**src/rtl/pcm_rx_pkg.sv**
```systemverilog
package pcm_rx_pkg;

    localparam int DEF_SAMPLE_W    = 16;
    localparam int DEF_SYNC_STAGES = 2;

    // Synchronized codec pins, carried together through the front end
    typedef struct packed {
        logic bclk;
        logic fsync;
        logic sdata;
    } codec_pins_t;

    localparam int PIN_W = $bits(codec_pins_t);

    typedef enum logic {
        RX_IDLE  = 1'b0,
        RX_SHIFT = 1'b1
    } rx_state_t;

    function automatic logic is_rise(input logic cur, input logic prev);
        return cur & ~prev;
    endfunction

endpackage

```
**src/rtl/pcm_sync.sv**
```systemverilog
module pcm_sync #(
    parameter int W      = 3,
    parameter int STAGES = 2
) (
    input  logic         clk,
    input  logic         rst,
    input  logic [W-1:0] d,
    output logic [W-1:0] q
);
    logic [W-1:0] stg [STAGES];

    always_ff @(posedge clk) begin
        if (rst) begin
            for (int s = 0; s < STAGES; s++) stg[s] <= '0;
        end else begin
            stg[0] <= d;
            for (int s = 1; s < STAGES; s++) stg[s] <= stg[s-1];
        end
    end

    assign q = stg[STAGES-1];
endmodule

```
**src/rtl/pcm_deser.sv**
```systemverilog
module pcm_deser
    import pcm_rx_pkg::*;
#(
    parameter int FRAME_W = 32
) (
    input  logic               clk,
    input  logic               rst,
    input  codec_pins_t        pins,
    output logic               start_p,
    output logic               done_p,
    output logic [FRAME_W-1:0] word
);
    localparam int CNT_W = $clog2(FRAME_W + 1);
    localparam logic [CNT_W-1:0] LAST_BIT = CNT_W'(FRAME_W - 1);

    rx_state_t          state;
    logic [CNT_W-1:0]   bit_cnt;
    logic [FRAME_W-1:0] shreg;
    logic               bclk_d;
    logic               bclk_rise;
    logic [FRAME_W-1:0] shreg_nxt;

    assign bclk_rise = is_rise(pins.bclk, bclk_d);
    assign shreg_nxt = {shreg[FRAME_W-2:0], pins.sdata};

    always_ff @(posedge clk) begin
        if (rst) begin
            state   <= RX_IDLE;
            bit_cnt <= '0;
            shreg   <= '0;
            bclk_d  <= 1'b0;
            start_p <= 1'b0;
            done_p  <= 1'b0;
            word    <= '0;
        end else begin
            bclk_d  <= pins.bclk;
            start_p <= 1'b0;
            done_p  <= 1'b0;
            if (bclk_rise) begin
                if (pins.fsync) begin
                    // sync pulse: the next rise carries the MSB of the left sample
                    state   <= RX_SHIFT;
                    bit_cnt <= '0;
                    start_p <= 1'b1;
                end else if (state == RX_SHIFT) begin
                    shreg <= shreg_nxt;
                    if (bit_cnt == LAST_BIT) begin
                        word    <= shreg_nxt;
                        done_p  <= 1'b1;
                        state   <= RX_IDLE;
                        bit_cnt <= '0;
                    end else begin
                        bit_cnt <= bit_cnt + 1'b1;
                    end
                end
            end
        end
    end
endmodule

```
**src/rtl/pcm_hold.sv**
```systemverilog
module pcm_hold #(
    parameter int FRAME_W = 32
) (
    input  logic               clk,
    input  logic               rst,
    input  logic               start_p,
    input  logic               done_p,
    input  logic               ack,
    input  logic [FRAME_W-1:0] word_in,
    output logic [FRAME_W-1:0] word_out,
    output logic               full
);
    always_ff @(posedge clk) begin
        if (rst) begin
            word_out <= '0;
            full     <= 1'b0;
        end else if (done_p) begin
            word_out <= word_in;
            full     <= 1'b1;
        end else if (start_p || ack) begin
            full     <= 1'b0;
        end
    end
endmodule

```
**src/rtl/pcm_frame_rx.sv**
```systemverilog
module pcm_frame_rx
    import pcm_rx_pkg::*;
#(
    parameter int SAMPLE_W    = DEF_SAMPLE_W,
    parameter int SYNC_STAGES = DEF_SYNC_STAGES
) (
    input  logic                  clk,
    input  logic                  rst,
    input  logic                  bclk_i,
    input  logic                  fsync_i,
    input  logic                  sdata_i,
    input  logic                  rd_ack_i,
    output logic [2*SAMPLE_W-1:0] frame_o,
    output logic                  full_o
);
    localparam int FRAME_W = 2 * SAMPLE_W;

    codec_pins_t        pins_raw;
    codec_pins_t        pins_s;
    logic               start_p;
    logic               done_p;
    logic [FRAME_W-1:0] word;

    assign pins_raw = '{bclk: bclk_i, fsync: fsync_i, sdata: sdata_i};

    pcm_sync #(.W(PIN_W), .STAGES(SYNC_STAGES)) u_sync (
        .clk (clk),
        .rst (rst),
        .d   (pins_raw),
        .q   (pins_s)
    );

    pcm_deser #(.FRAME_W(FRAME_W)) u_deser (
        .clk     (clk),
        .rst     (rst),
        .pins    (pins_s),
        .start_p (start_p),
        .done_p  (done_p),
        .word    (word)
    );

    pcm_hold #(.FRAME_W(FRAME_W)) u_hold (
        .clk      (clk),
        .rst      (rst),
        .start_p  (start_p),
        .done_p   (done_p),
        .ack      (rd_ack_i),
        .word_in  (word),
        .word_out (frame_o),
        .full     (full_o)
    );
endmodule

```
**config.mk**
```make
export PLATFORM = sky130hd
export DESIGN_NAME = pcm_frame_rx
export DESIGN_NICKNAME = d
export VERILOG_FILES = /design/src/rtl/pcm_rx_pkg.sv /design/src/rtl/pcm_sync.sv /design/src/rtl/pcm_deser.sv /design/src/rtl/pcm_hold.sv /design/src/rtl/pcm_frame_rx.sv
export SDC_FILE = /design/constraint.sdc
export NUM_CORES = 1
export LEC_CHECK = 0
export BUFFER_PORTS_ARGS = -buffer_cell sky130_fd_sc_hd__buf_2
export CELL_PAD_IN_SITES_DETAIL_PLACEMENT = 1
export CELL_PAD_IN_SITES_GLOBAL_PLACEMENT = 2
export CORE_MARGIN = 10
export CORE_UTILIZATION = 40
export DETAILED_ROUTE_END_ITERATION = 8
export HOLD_SLACK_MARGIN = 0.08
export PLACE_DENSITY = 0.9
export SLEW_MARGIN = 20
export SYNTH_ARGS = -nofsm -noshare
export SYNTH_HDL_FRONTEND = slang
export SYNTH_HIERARCHICAL = 1
export SYNTH_SLANG_ARGS = --single-unit
```
**constraint.sdc**
```tcl
create_clock -name clk -period 2.5 [get_ports clk]
set_input_delay 0.125 -clock clk [delete_from_list [all_inputs] [get_ports clk]]
set_output_delay 0.125 -clock clk [all_outputs]
set_load 0.05 [all_outputs]
```
=== After elaboration in Yosys (flattened, before gate mapping) ===
Memories as Yosys holds them, arrays and structs flattened.
Index checks and enable logic that the tools add are counted.

* Add/sub/neg operators: 1
* Multipliers: 0
* Divide/modulo/power cells: 0
* $lt $le $gt $ge: 0
* Equality and inequality tests: 1
* Shift operators: 0
* Multiplexer cells: 15
* Bitwise gates (word level): 7
* Reductions and logical operators: 8

{| class="wikitable"
|+ Operator list
! cell !! number
|-
| $mux 6 || 3
|-
| $mux 1 || 10
|-
| $add 6x1->6 const B || 1
|-
| $eq 6x5->1 const B || 1
|-
| $mux 3 || 2
|-
| $not 1->1 || 4
|-
| $reduce_and 4->1 || 1
|-
| $reduce_bool 2->1 || 2
|-
| $reduce_or 4->1 || 1
|-
| $reduce_and 3->1 || 1
|-
| $or 1x1->1 || 2
|-
| $reduce_and 2->1 || 1
|-
| $reduce_or 2->1 || 1
|-
| $and 1x1->1 || 1
|-
| $logic_or 1x1->1 || 1
|}

* Flip-flop bits (word level): 106
* Latch bits: 0
* Memory bits (writable): 6
* Bits in read-only memories: 0
* Input bits: 6
* Output and inout port bits: 33
* Memories kept: 1

{| class="wikitable"
|+ Memory list
! name !! words !! bits a word !! rd ports !! clocked after memory_dff !! wr ports !! RTL line !! source
|-
| u_sync.stg || 2 || 3 || 2 || 0 || 2 || pcm_sync.sv:10 || <nowiki>logic [W-1:0] stg [STAGES];</nowiki>
|}

=== Depth between registers and ports, before layout ===
Gate-level depths: netlist of run 1.

* Depth in word-level cells: 4
* Gate-level depth with buffers: 6
* Depth with buffers taken out: 4

=== By module ===
Netlist of run 1, hierarchy kept.

{| class="wikitable"
|+ Modules (own cells, without submodules)
! module !! instances !! cells each !! area an instance (µm²)
|-
| pcm_deser || 1 || 323 || 2889.0
|-
| pcm_hold || 1 || 108 || 1207.4
|-
| pcm_sync || 1 || 15 || 180.2
|}

=== Worst setup path after synthesis of run 1 ===
No wires, ideal clock.

* Path type: register to register
* Start: register u_deser.bit_cnt[0]
* End: register u_deser.word[0]
* Data arrival time: 1.457 ns
* Slack: 0.971 ns
* Cell stages (with the launch flop): 6
* Clock period less this slack: 1.529 ns
* Cells stage by stage: dfxtp_1 ha_1 nand3_2 nor3_4 buf_8 mux2i_1

* Word-level cells in the longest chain between the ends: 2

{| class="wikitable"
|+ RTL lines
! element !! RTL line !! source
|-
| start, declared || pcm_deser.sv:17 || <nowiki>logic [CNT_W-1:0] bit_cnt;</nowiki>
|-
| start signal, assigned || pcm_deser.sv:53 || <nowiki>bit_cnt <= bit_cnt + 1'b1;</nowiki>
|-
| $eq 6x5->1 || pcm_deser.sv:47 || <nowiki>if (bit_cnt == LAST_BIT) begin</nowiki>
|-
| $reduce_and 4->1 (no line) || n/a ||
|-
| end signal, assigned || pcm_deser.sv:48 || <nowiki>word <= shreg_nxt;</nowiki>
|-
| end, declared || pcm_deser.sv:11 || <nowiki>output logic [FRAME_W-1:0] word</nowiki>
|}

No other way between the ends.
A chain may end at the register's enable or synchronous reset.

=== Worst setup path in the final report of run 1 ===
* Start: register u_deser.bit_cnt[0]
* End: register u_deser.word[26]

The elaborated chain is that of the path after synthesis.

==> insert_results.sql, run 1 <==
INSERT INTO impl_metrics (metric_group, metric, value, unit) VALUES
('grt', 'grt_pass1_vias', '3135', ''),
('clocking', 'ctsLongestPathBuffers', '2', ''),
('layout', 'flow.area_growth_from_synthesis', '9.60', '%'),
('yosys', 'yosysTopAreaCellShare', '0.524', ''),
('drt', 'wire_per_inst', '14.4', 'um'),
('grt', 'grt_first_pass_wirelength', '15000', 'um'),
('place', 'gp_congestion', '0.782', ''),
('worst_hold_path', 'timing.hold.worst_path_depth', '2', ''),
('sta', 'worst-slew-pin-transition', '0.580', 'ns'),
('floorplanning', 'floorplan.initialDensity', '0.412', ''),
('sta', 'finalCriticalPeriod', '1.90', 'ns'),
('layout', 'antenna_cells', '0', ''),
('clocking', 'clock_tree.htree_level_count', '3', ''),
('layout', 'layout_commonest_cell', 'dfxtp_1', ''),
('floorplanning', 'dieHeight', '123', 'um'),
('yosys', 'synth.ff_latch_count', '112', ''),
('sta', 'finalHoldViolCount', '0', ''),
('sta', 'fin_crit_sh', '0.761', ''),
('power', 'p_leak', '1.59', 'nW'),
('floorplanning', 'num_rows', '37', ''),
('worst_hold_path', 'min_delay_worst_endpoint', 'u_sync/stg[0][5]', ''),
('sta', 'rsz0062_at_grt', 'no', ''),
('drt', 'drt-vias-per-instance', '4.92', ''),
('setup_path', 'r2r_setup_slack', '0.60', 'ns'),
('layout', 'multiInputGateArea', '0.00179', 'mm^2'),
('sta', 'whs', '0.217', 'ns'),
('status', 'status', 'finished clean', ''),
('sta', 'timing.fmax', '526', 'MHz'),
('yosys', 'synth_sequential_area_ratio', '0.524', ''),
('clocking', 'clock_insertion_delay_worst_skew', '0.38', 'ns'),
('sta', 'finalSetupViolCount', '0', ''),
('yosys', 'syn-mean-instance-area', '9.59', 'um^2'),
('clocking', 'cts_tree', 'done', ''),
('clocking', 'cts_num_sinks', '112', ''),
('drt', 'first_pass_iters', '4', ''),
('grt', 'grt_overflow_total', '0', ''),
('grt', 'grt_antenna_before_repair', '0', ''),
('setup_path', 'regToRegEndpoint', 'u_deser/word[26]', ''),
('setup_path', 'timing.rr.start', 'u_deser/bit_cnt[0]', ''),
('layout', 'layout.filler_cells', '1219', ''),
('drt', 'route.final.wire_length', '8870', 'um'),
('floorplanning', 'core_footprint', '0.0104', 'mm^2'),
('setup_path', 'timing.critical_path.slowest_stage_cell', 'buf_4', ''),
('yosys', 'netlist_top_cells_area', 'dfxtp_1 52%, mux2i_1 15%, nand2_1 8.3%', ''),
('drt', 'drt_first_iter_violations', '121', ''),
('clocking', 'hold_buffer_count_at_cts', '4', ''),
('setup_path', 'crit_path_start_kind', 'flip-flop', ''),
('setup_path', 'reg2reg_depth', '5', ''),
('setup_path', 'critPathMaxStageDelay', '0.51', 'ns'),
('worst_hold_path', 'hold_path.class', 'in -> reg', ''),
('clocking', 'clock_slew_at_reported_path_ffs', '0.10', 'ns'),
('yosys', 'mappedNetlistArea', '0.00428', 'mm^2'),
('floorplanning', 'count_of_pins_on_the_block_boundary', '39', ''),
('run', 'max_cap_viol_count', '0', ''),
('yosys', 'synth.lib_cells_used.distinct', '34', ''),
('layout', 'post_route_cells_drive_above_1_share', '0.136', ''),
('power', 'ir_drop', '214', 'uV'),
('sta', 'timing_max_transition_violations_final', '0', ''),
('setup_path', 'crit_type', 'reg -> reg', ''),
('yosys', 'syn-instance-count', '446', ''),
('yosys', 'postSynthNetCount', '453', ''),
('clocking', 'clock-root-buffer', 'clkbuf_8', ''),
('grt', 'grt_usage', '0.121', ''),
('drt', 'route.vias.total', '3027', ''),
('drt', 'remaining_drc_errors', '0', ''),
('layout', 'mostFrequentLayoutCells', '111 x dfxtp_1, 95 x nand2_1, 64 x mux2i_1, 38 x buf_2, 38 x nand2b_1', ''),
('setup_path', 'worstPathRequired', '2.80', 'ns'),
('place', 'detailed_place_hpwl', '5900', 'um'),
('drt', 'antenna_violating_nets_post_route', '0', ''),
('place', 'io_buf_count', '38', ''),
('floorplanning', 'floorplan.die.width', '123', 'um');
==> per-layer routing <==
layer | share of wire | wire length [um] | track usage
met3 | 0.027 | 241 | 0.0223
met2 | 0.50 | 4440 | 0.203
met4 | 0.017 | 150 | 0.0568
met5 | 0 | 0 | 0
met1 | 0.46 | 4050 | 0.147
==> cells in the mapped netlist, drive strengths merged <==
| cell type | n |
|---|---|
| or4 | 1 |
| or3 | 1 |
| a311oi | 2 |
| nor2b | 8 |
| nor4 | 1 |
| inv | 2 |
| o311ai | 1 |
| a31oi | 1 |
| dfxtp | 112 |
| nor2 | 34 |
| nand2 | 95 |
| o21ai | 4 |
| ha | 1 |
| o31ai | 1 |
| mux2i | 64 |
| o2111ai | 1 |
| a21oi | 34 |
| nand4bb | 1 |
| nand3 | 3 |
| buf | 23 |
| nor3 | 1 |
| and4bb | 1 |
| a41oi | 1 |
| nand2b | 38 |
| clkbuf | 10 |
| o211ai | 3 |
| nor3b | 1 |
| or3b | 1 |
==> cell families after synthesis <==
group / Yosys count / synth area share
AO/OA/AOI/OAI: 48 / 0.0632
adder cells (fa/ha/maj): 1 / 0.00293
buffers and inverters: 35 / 0.0568
flip-flops: 112 / 0.524
multiplexers: 64 / 0.150
AND/OR/NAND/NOR: 186 / 0.203
==> power by group <==
group / internal (mW) / switching, mW
clock: 0.418 / 0.591
combinational: 0.0219 / 0.0392
sequential: 1.79 / 0.00272
total: 2.23 / 0.633
==> through the flow <==
stage / std cells / power [mW] / cell area (um^2) / util
6_report: 615 / 2.86 / 4690 / 0.452
5_1_grt: 615 / 2.98 / 4690 / 0.452
4_1_cts: 615 / 2.91 / 4690 / 0.452
3_5_place_dp: 595 / 1.89 / 4460 / 0.430
3_3_place_gp: 595 / 1.89 / 4460 / 0.430
2_1_floorplan: 446 / 1.88 / 4280 / -
==> cell type report <==
class,count,area share
Clock buffer,12,0.0331
Clock inverter,4,0.00614
Inverter,2,0.00160
Multi-Input combinational cell,299,0.382
Sequential cell,112,0.479
Tap cell,136,0.0363
Timing Repair Buffer,50,0.0619
==> worst max path at each step <==
stage | start | to | slack, ns | cells after the start
floorplan | u_deser/bit_cnt[0] | u_deser/word[0] | 0.97 | 5
detailed placement | u_deser/bit_cnt[0] | u_deser/word[22] | 0.60 | 5
CTS | u_deser/bit_cnt[0] | u_deser/word[26] | 0.57 | 5
finish | u_deser/bit_cnt[0] | u_deser/word[26] | 0.60 | 5
global route | u_deser/bit_cnt[0] | u_deser/word[15] | 0.44 | 5
global placement | u_deser/bit_cnt[0] | u_deser/word[22] | 0.74 | 5
==> registers in the layout (all words and copies together) (netlist names) <==
register / cells
u_deser/word: 32
u_deser/start_p: 1
u_deser/bit_cnt: 6
u_hold/word_out: 32
u_deser/bclk_d: 1
u_deser/state: 1
u_deser/done_p: 1
u_deser/shreg: 31
u_hold/full: 1
u_sync/stg: 6
==> worst max-delay path, delay by kind of cell, from the launching register on <==
kind,cells,cell delay [ns]
multiplexers,1,0.25
flip-flops,1,0.41
AND/OR/NAND/NOR,2,0.39
buffers and inverters,1,0.51
adder cells (fa/ha/maj),1,0.25
Power figures use the tool's default switching activity.
==> run 2, diff against run 1 <==
- CORE_UTILIZATION: 40 -> 33
- PLACE_DENSITY: 0.9 -> 0.81
- clock period: 2.5 -> 1.65 ns (I/O delays scaled with it)
==> run 2 against run 1 <==
  * Clock skew is 0.0044 ns lower
  * Setup slack worse by 0.47 ns
  * Maximum frequency is 25% higher
  * Clock power is 99% higher
  * First-iteration DRC count is 30% higher
  * Worst hold slack better by 0.22 ns
  * Largest power group unchanged
==> insert_results.sql, run 2 (same netlist as run 1, synthesis figures left out) <==
INSERT INTO impl_metrics (metric_group, metric, value, unit) VALUES
('setup_path', 'path_max_fanout', '16', ''),
('setup_path', 'most_used_cell_cp', 'buf_12', ''),
('status', 'status', 'finished clean', ''),
('setup_path', 'crit_chain', 'ha_2 -> nand3_2 -> nor3_4 -> buf_12 -> buf_12 -> mux2i_1', ''),
('setup_path', 'timing.critical_path.slowest_stage_cell', 'dfxtp_1', ''),
('clocking', 'clock_tree.htree_level_count', '3', ''),
('sta', 'final_critical_path_setup_slack', '0.124', 'ns'),
('place', 'dp_worst_setup_slack', '0.0115', 'ns'),
('setup_path', 'crit_path_start_kind', 'flip-flop', ''),
('layout', 'layout_commonest_cell', 'dfxtp_1', ''),
('clocking', 'clock-root-buffer', 'clkbuf_16', ''),
('drt', 'route.final.wire_length', '8910', 'um'),
('setup_path', 'critPathArrivalTime', '1.80', 'ns'),
('floorplanning', 'floorplan.initialDensity', '0.338', ''),
('setup_path', 'critical_path.endpoint_type', 'flip-flop', ''),
('floorplanning', 'num_rows', '41', ''),
('sta', 'headroom_to_the_max_slew_limit', '0.665', ''),
('place', 'detailed_place_hpwl', '5760', 'um'),
('power', 'p_leak', '1.69', 'nW'),
('floorplanning', 'core_footprint', '0.0127', 'mm^2'),
('drt', 'drt_first_iter_violations', '157', ''),
('drt', 'route.vias.total', '3022', ''),
('drt', 'drt-vias-per-instance', '4.58', ''),
('drt', 'remaining_drc_errors', '0', ''),
('layout', 'finalNetCount', '490', ''),
('clocking', 'cts_tree', 'done', ''),
('floorplanning', 'count_of_pins_on_the_block_boundary', '39', ''),
('clocking', 'clock_insertion_delay_worst_skew', '0.35', 'ns'),
('setup_path', 'critPathMaxStageDelay', '0.38', 'ns'),
('place', 'gp_congestion', '0.732', ''),
('place', 'postPlaceCellArea', '0.00457', 'mm^2'),
('sta', 'worst-slew-pin-transition', '0.502', 'ns'),
('worst_hold_path', 'hold_path.class', 'reg -> reg', ''),
('floorplanning', 'dieHeight', '134', 'um'),
('sta', 'finalHoldViolCount', '0', ''),
('power', 'net_switching_component_of_the_power', '1.05', 'mW'),
('power', 'power_switching_share', '0.217', ''),
('power', 'power.share.clock', '0.417', ''),
('layout', 'fin_cells', '660', ''),
('sta', 'timing_max_transition_violations_final', '0', ''),
('place', 'io_buf_count', '38', ''),
('layout', 'layout_top_registers', 'u_deser/word: 32 flops, u_hold/word_out: 32 flops, u_deser/shreg: 31 flops', ''),
('layout', 'antenna_cells', '0', ''),
('sta', 'timing.fmax', '655', 'MHz'),
('sta', 'finalSetupViolCount', '0', ''),
('grt', 'grt_max_degree', '56', ''),
('drt', 'wire_per_inst', '13.5', 'um'),
('floorplanning', 'dieArea', '0.0179', 'mm^2'),
('grt', 'grt_antenna_before_repair', '0', ''),
('layout', 'flow.area_growth_from_synthesis', '16.3', '%'),
('sta', 'fin_crit_sh', '0.925', ''),
('sta', 'finClkSkew', '0.00797', 'ns'),
('place', 'placed_cells_incl_taps', '634', ''),
('power', 'seq_power_share', '0.562', ''),
('power', 'ir_drop', '453', 'uV'),
('sta', 'finalCriticalPeriod', '1.53', 'ns'),
('floorplanning', 'floorplan.die.width', '134', 'um'),
('sta', 'rsz0062_at_grt', 'no', ''),
('grt', 'grt_pass1_vias', '3143', ''),
('power', 'internal_power', '3.78', 'mW'),
('setup_path', 'cp_top_family', 'flip-flops', ''),
('layout', 'mostFrequentLayoutCells', '110 x dfxtp_1, 95 x nand2_1, 64 x mux2i_1, 38 x nand2b_1, 37 x buf_2', ''),
('clocking', 'clock_slew_at_reported_path_ffs', '0.07', 'ns'),
('sta', 'setup_tns', '0', 'ns'),
('grt', 'grt_usage', '0.100', ''),
('drt', 'antenna_violating_nets_post_route', '0', ''),
('setup_path', 'worstPathRequired', '1.92', 'ns'),
('grt', 'grt_overflow_total', '0', ''),
('layout', 'layout.cell_area.non_filler', '0.00497', 'mm^2'),
('setup_path', 'crit_type', 'reg -> reg', ''),
('clocking', 'ctsLongestPathBuffers', '2', ''),
('setup_path', 'critical_path_buf_inv_count', '2', ''),
('clocking', 'cts_num_sinks', '112', ''),
('grt', 'grt_first_pass_wirelength', '15000', 'um'),
('power', 'power.density_cell_area', '970', 'mW/mm^2'),
('clocking', 'tritoncts.num_buffers', '9', ''),
('layout', 'post_route_cells_drive_above_1_share', '0.148', ''),
('power', 'share_comb_of_total_power', '0.021', ''),
('run', 'max_cap_viol_count', '0', ''),
('drt', 'first_pass_iters', '4', '');
## run 2: power by group through the flow
stage	combinational, mW	clock [mW]	sequential, mW
after global routing	0.114	2.20	2.71
after floorplan	0.0684	0	2.77
after global placement	0.0888	0	2.77
after detailed placement	0.0899	0	2.78
after CTS	0.104	2.10	2.71
final	0.102	2.01	2.71
## run 2: final cells by class
| class | instances | area, um^2 |
|---|---|---|
| Clock buffer | 10 | 229 |
| Timing Repair Buffer | 59 | 438 |
| Tap cell | 172 | 215 |
| Fill cell | 1472 | 7700 |
| Sequential cell | 112 | 2240 |
| Clock inverter | 6 | 45.0 |
| Inverter | 2 | 7.51 |
| Multi-Input combinational cell | 299 | 1790 |
## run 2: worst paths after layout
path,slack [ns],from,cells after the start,end
max reg2reg,0.12,u_deser/bit_cnt[1],6,u_deser/word[28]
max,0.12,u_deser/bit_cnt[1],6,u_deser/word[28]
min,0.44,u_sync/stg[0][0],1,u_sync/stg[0][3]
min reg2reg,0.44,u_sync/stg[0][0],1,u_sync/stg[0][3]
## run 2: routing by layer
layer | track usage | routed length, um | part of all wire
met1 | 0.118 | 4230 | 0.47
met5 | 0 | 0 | 0
met4 | 0.0472 | 141 | 0.016
met3 | 0.0276 | 300 | 0.034
met2 | 0.166 | 4240 | 0.48
## run 2: worst reg2reg max path: cells and delay by family, from the launching register on
kind          cells  cell delay [ns]
mux               1             0.21
flops             1             0.38
buf+inv           2             0.30
simple gates      2             0.32
fa+ha+maj         1             0.23
## run 2: metrics by stage
stage               total power, mW  hold slack, ns   util
floorplan                      2.84           0.154      -
global placement               2.86           0.295  0.361
detailed placement             2.87           0.299  0.361
CTS                            4.91           0.446  0.389
global route                   5.03           0.466  0.393
finish                         4.83           0.441  0.393
## run 2: timing repair
| item | in CTS | in global routing |
|---|---|---|
| gates resized for setup | 0 | 2 |
| gates cloned | 0 | 1 |
| setup buffers | 0 | 1 |
| hold endpoints to repair | 8 | 0 |
| pin swaps | 1 | 1 |
| hold buffers | 8 | 0 |
| endpoints found under the setup margin | 1 | 11 |
==> run 3, diff against run 2 <==
- CTS_BUF_LIST: not set -> sky130_fd_sc_hd__clkbuf_4 sky130_fd_sc_hd__clkbuf_8 sky130_fd_sc_hd__clkbuf_16
==> run 3 against run 2 <==
  * Register-to-register slack hardly changed
  * Maximum frequency is 0.29% lower
  * Highest routed layer unchanged
  * Final cell count stayed put
  * Critical path depth stayed put
  * Count of clock-buffer cells in the layout stayed put
  * Total power is 0.35% higher
==> insert_results.sql, run 3 (same netlist as run 1, synthesis figures left out) <==
INSERT INTO impl_metrics (metric_group, metric, value, unit) VALUES
('drt', 'drt-vias-per-instance', '4.58', ''),
('layout', 'layout_top_registers', 'u_deser/word: 32 flops, u_hold/word_out: 32 flops, u_deser/shreg: 31 flops', ''),
('layout', 'post_route_cells_drive_above_1_share', '0.150', ''),
('grt', 'grt_usage', '0.100', ''),
('grt', 'grt_max_degree', '56', ''),
('setup_path', 'path_max_fanout', '16', ''),
('grt', 'grt_overflow_total', '0', ''),
('floorplanning', 'dieHeight', '134', 'um'),
('layout', 'antenna_cells', '0', ''),
('sta', 'timing.fmax', '653', 'MHz'),
('setup_path', 'crit_type', 'reg -> reg', ''),
('floorplanning', 'num_rows', '41', ''),
('power', 'ir_drop', '458', 'uV'),
('sta', 'headroom_to_the_max_slew_limit', '0.663', ''),
('setup_path', 'worstPathRequired', '1.92', 'ns'),
('drt', 'route.final.wire_length', '8910', 'um'),
('floorplanning', 'count_of_pins_on_the_block_boundary', '39', ''),
('worst_hold_path', 'hold_path.class', 'reg -> reg', ''),
('sta', 'rsz0062_at_grt', 'no', ''),
('grt', 'grt_antenna_before_repair', '0', ''),
('layout', 'finalNetCount', '490', ''),
('drt', 'antenna_violating_nets_post_route', '0', ''),
('layout', 'layout_commonest_cell', 'dfxtp_1', ''),
('setup_path', 'critPathMaxStageDelay', '0.38', 'ns'),
('setup_path', 'most_used_cell_cp', 'buf_12', ''),
('sta', 'finalHoldViolCount', '0', ''),
('layout', 'layout.cell_area.non_filler', '0.00498', 'mm^2'),
('drt', 'first_pass_iters', '4', ''),
('drt', 'route.vias.total', '3024', ''),
('power', 'p_leak', '1.69', 'nW'),
('run', 'max_cap_viol_count', '0', ''),
('place', 'postPlaceCellArea', '0.00457', 'mm^2'),
('setup_path', 'r2r_setup_slack', '0.12', 'ns'),
('layout', 'finish.utilization', '0.393', ''),
('setup_path', 'critical_path.endpoint_type', 'flip-flop', ''),
('worst_hold_path', 'timing.hold.worst_path_depth', '1', ''),
('setup_path', 'timing.critical_path.slowest_stage_cell', 'dfxtp_1', ''),
('layout', 'mostFrequentLayoutCells', '110 x dfxtp_1, 95 x nand2_1, 64 x mux2i_1, 38 x nand2b_1, 37 x buf_2', ''),
('drt', 'drt_first_iter_violations', '156', ''),
('clocking', 'clock-root-buffer', 'clkbuf_16', ''),
('setup_path', 'crit_chain', 'ha_2 -> nand3_2 -> nor3_4 -> buf_12 -> buf_12 -> mux2i_1', ''),
('sta', 'finalCriticalPeriod', '1.53', 'ns'),
('clocking', 'cts_num_sinks', '112', ''),
('clocking', 'ctsLongestPathBuffers', '2', ''),
('sta', 'finalSetupViolCount', '0', ''),
('status', 'status', 'finished clean', ''),
('clocking', 'clock_slew_at_reported_path_ffs', '0.07', 'ns'),
('setup_path', 'reg2reg_depth', '6', ''),
('worst_hold_path', 'hold_path_startpoint', 'u_sync/stg[0][0]', ''),
('floorplanning', 'floorplan.initialDensity', '0.338', ''),
('setup_path', 'timing.rr.start', 'u_deser/bit_cnt[1]', ''),
('sta', 'timing_max_transition_violations_final', '0', ''),
('worst_hold_path', 'min_delay_worst_endpoint', 'u_sync/stg[0][3]', ''),
('power', 'total_power', '4.84', 'mW'),
('sta', 'worst-slew-pin-transition', '0.506', 'ns'),
('place', 'gp_congestion', '0.732', ''),
('sta', 'fin_crit_sh', '0.928', ''),
('power', 'power.density_cell_area', '973', 'mW/mm^2'),
('floorplanning', 'dieArea', '0.0179', 'mm^2'),
('grt', 'grt_pass1_vias', '3141', ''),
('setup_path', 'critPathArrivalTime', '1.81', 'ns'),
('setup_path', 'regToRegEndpoint', 'u_deser/word[28]', ''),
('layout', 'flow.area_growth_from_synthesis', '16.4', '%'),
('clocking', 'tritoncts.num_buffers', '9', ''),
('sta', 'setup_tns', '0', 'ns'),
('setup_path', 'crit_path_start_kind', 'flip-flop', ''),
('grt', 'grt_first_pass_wirelength', '15000', 'um'),
('clocking', 'clock_tree.htree_level_count', '3', ''),
('place', 'detailed_place_hpwl', '5760', 'um'),
('clocking', 'cts_tree', 'done', ''),
('drt', 'remaining_drc_errors', '0', ''),
('clocking', 'clock_insertion_delay_worst_skew', '0.35', 'ns'),
('sta', 'finClkSkew', '0.00712', 'ns'),
('drt', 'wire_per_inst', '13.5', 'um'),
('place', 'io_buf_count', '38', ''),
('floorplanning', 'floorplan.die.width', '134', 'um'),
('floorplanning', 'core_footprint', '0.0127', 'mm^2');
==> run 3: cell type report <==
class                      instances  area, um^2
clock buffer                      10         233
clock inverter                     6        45.0
fill                            1473        7690
inverter                           2        7.51
multi-input combinational        299        1790
sequential                       112        2240
tap                              172         215
timing repair buffer              59         438
==> run 3: how the worst max path moves through the flow <==
| stage | from | end | slack (ns) | cells after the start |
|---|---|---|---|---|
| after global routing | u_deser/bit_cnt[1] | u_deser/word[27] | 0.01 | 6 |
| after global placement | u_deser/bit_cnt[0] | u_deser/word[13] | 0.17 | 5 |
| after CTS | u_deser/bit_cnt[0] | u_deser/word[12] | 0.07 | 5 |
| final | u_deser/bit_cnt[1] | u_deser/word[28] | 0.12 | 6 |
| after detailed placement | u_deser/bit_cnt[0] | u_deser/word[12] | 0.01 | 5 |
| after floorplan | u_deser/bit_cnt[0] | u_deser/word[0] | 0.12 | 5 |
==> run 3: per-layer routing <==
metal / part of all wire / track usage / routed length [um] / vias up
li1: - / - / - / 1544
met1: 0.47 / 0.118 / 4230 / 1437
met2: 0.48 / 0.166 / 4250 / 33
met3: 0.033 / 0.0276 / 292 / 10
met4: 0.016 / 0.0472 / 141 / 0
met5: 0 / 0 / 0 / -
==> run 3: repair_timing <==
item,in CTS,in global routing
cloned,0,1
hold endpoints to repair,8,0
pin swaps,1,1
hold buffers,8,0
endpoints found under the setup margin,1,10
resized for setup,0,2
setup buffers,0,1
==> run 3: critical path: cells and delay by family (launching register included) <==
family / cells / cell delay, ns
AND/OR/NAND/NOR: 2 / 0.33
flip-flops: 1 / 0.38
buffers and inverters: 2 / 0.30
adder cells (fa/ha/maj): 1 / 0.23
multiplexers: 1 / 0.20
==> run 3: power by group <==
group          switching, mW  internal, mW  total (mW)
clock network          0.982          1.05        2.03
registers            0.00349          2.71        2.71
logic                 0.0611        0.0417       0.103
total                   1.05          3.80        4.84
==> run 3: stage by stage <==
| step | std cells | worst slack, ns | hold WS [ns] |
|---|---|---|---|
| after floorplan | 446 | 0.121 | 0.154 |
| after global placement | 634 | 0.174 | 0.295 |
| after detailed placement | 634 | 0.0115 | 0.299 |
| after CTS | 658 | 0.0654 | 0.446 |
| after global routing | 660 | 0.0121 | 0.466 |
| final | 660 | 0.119 | 0.441 |
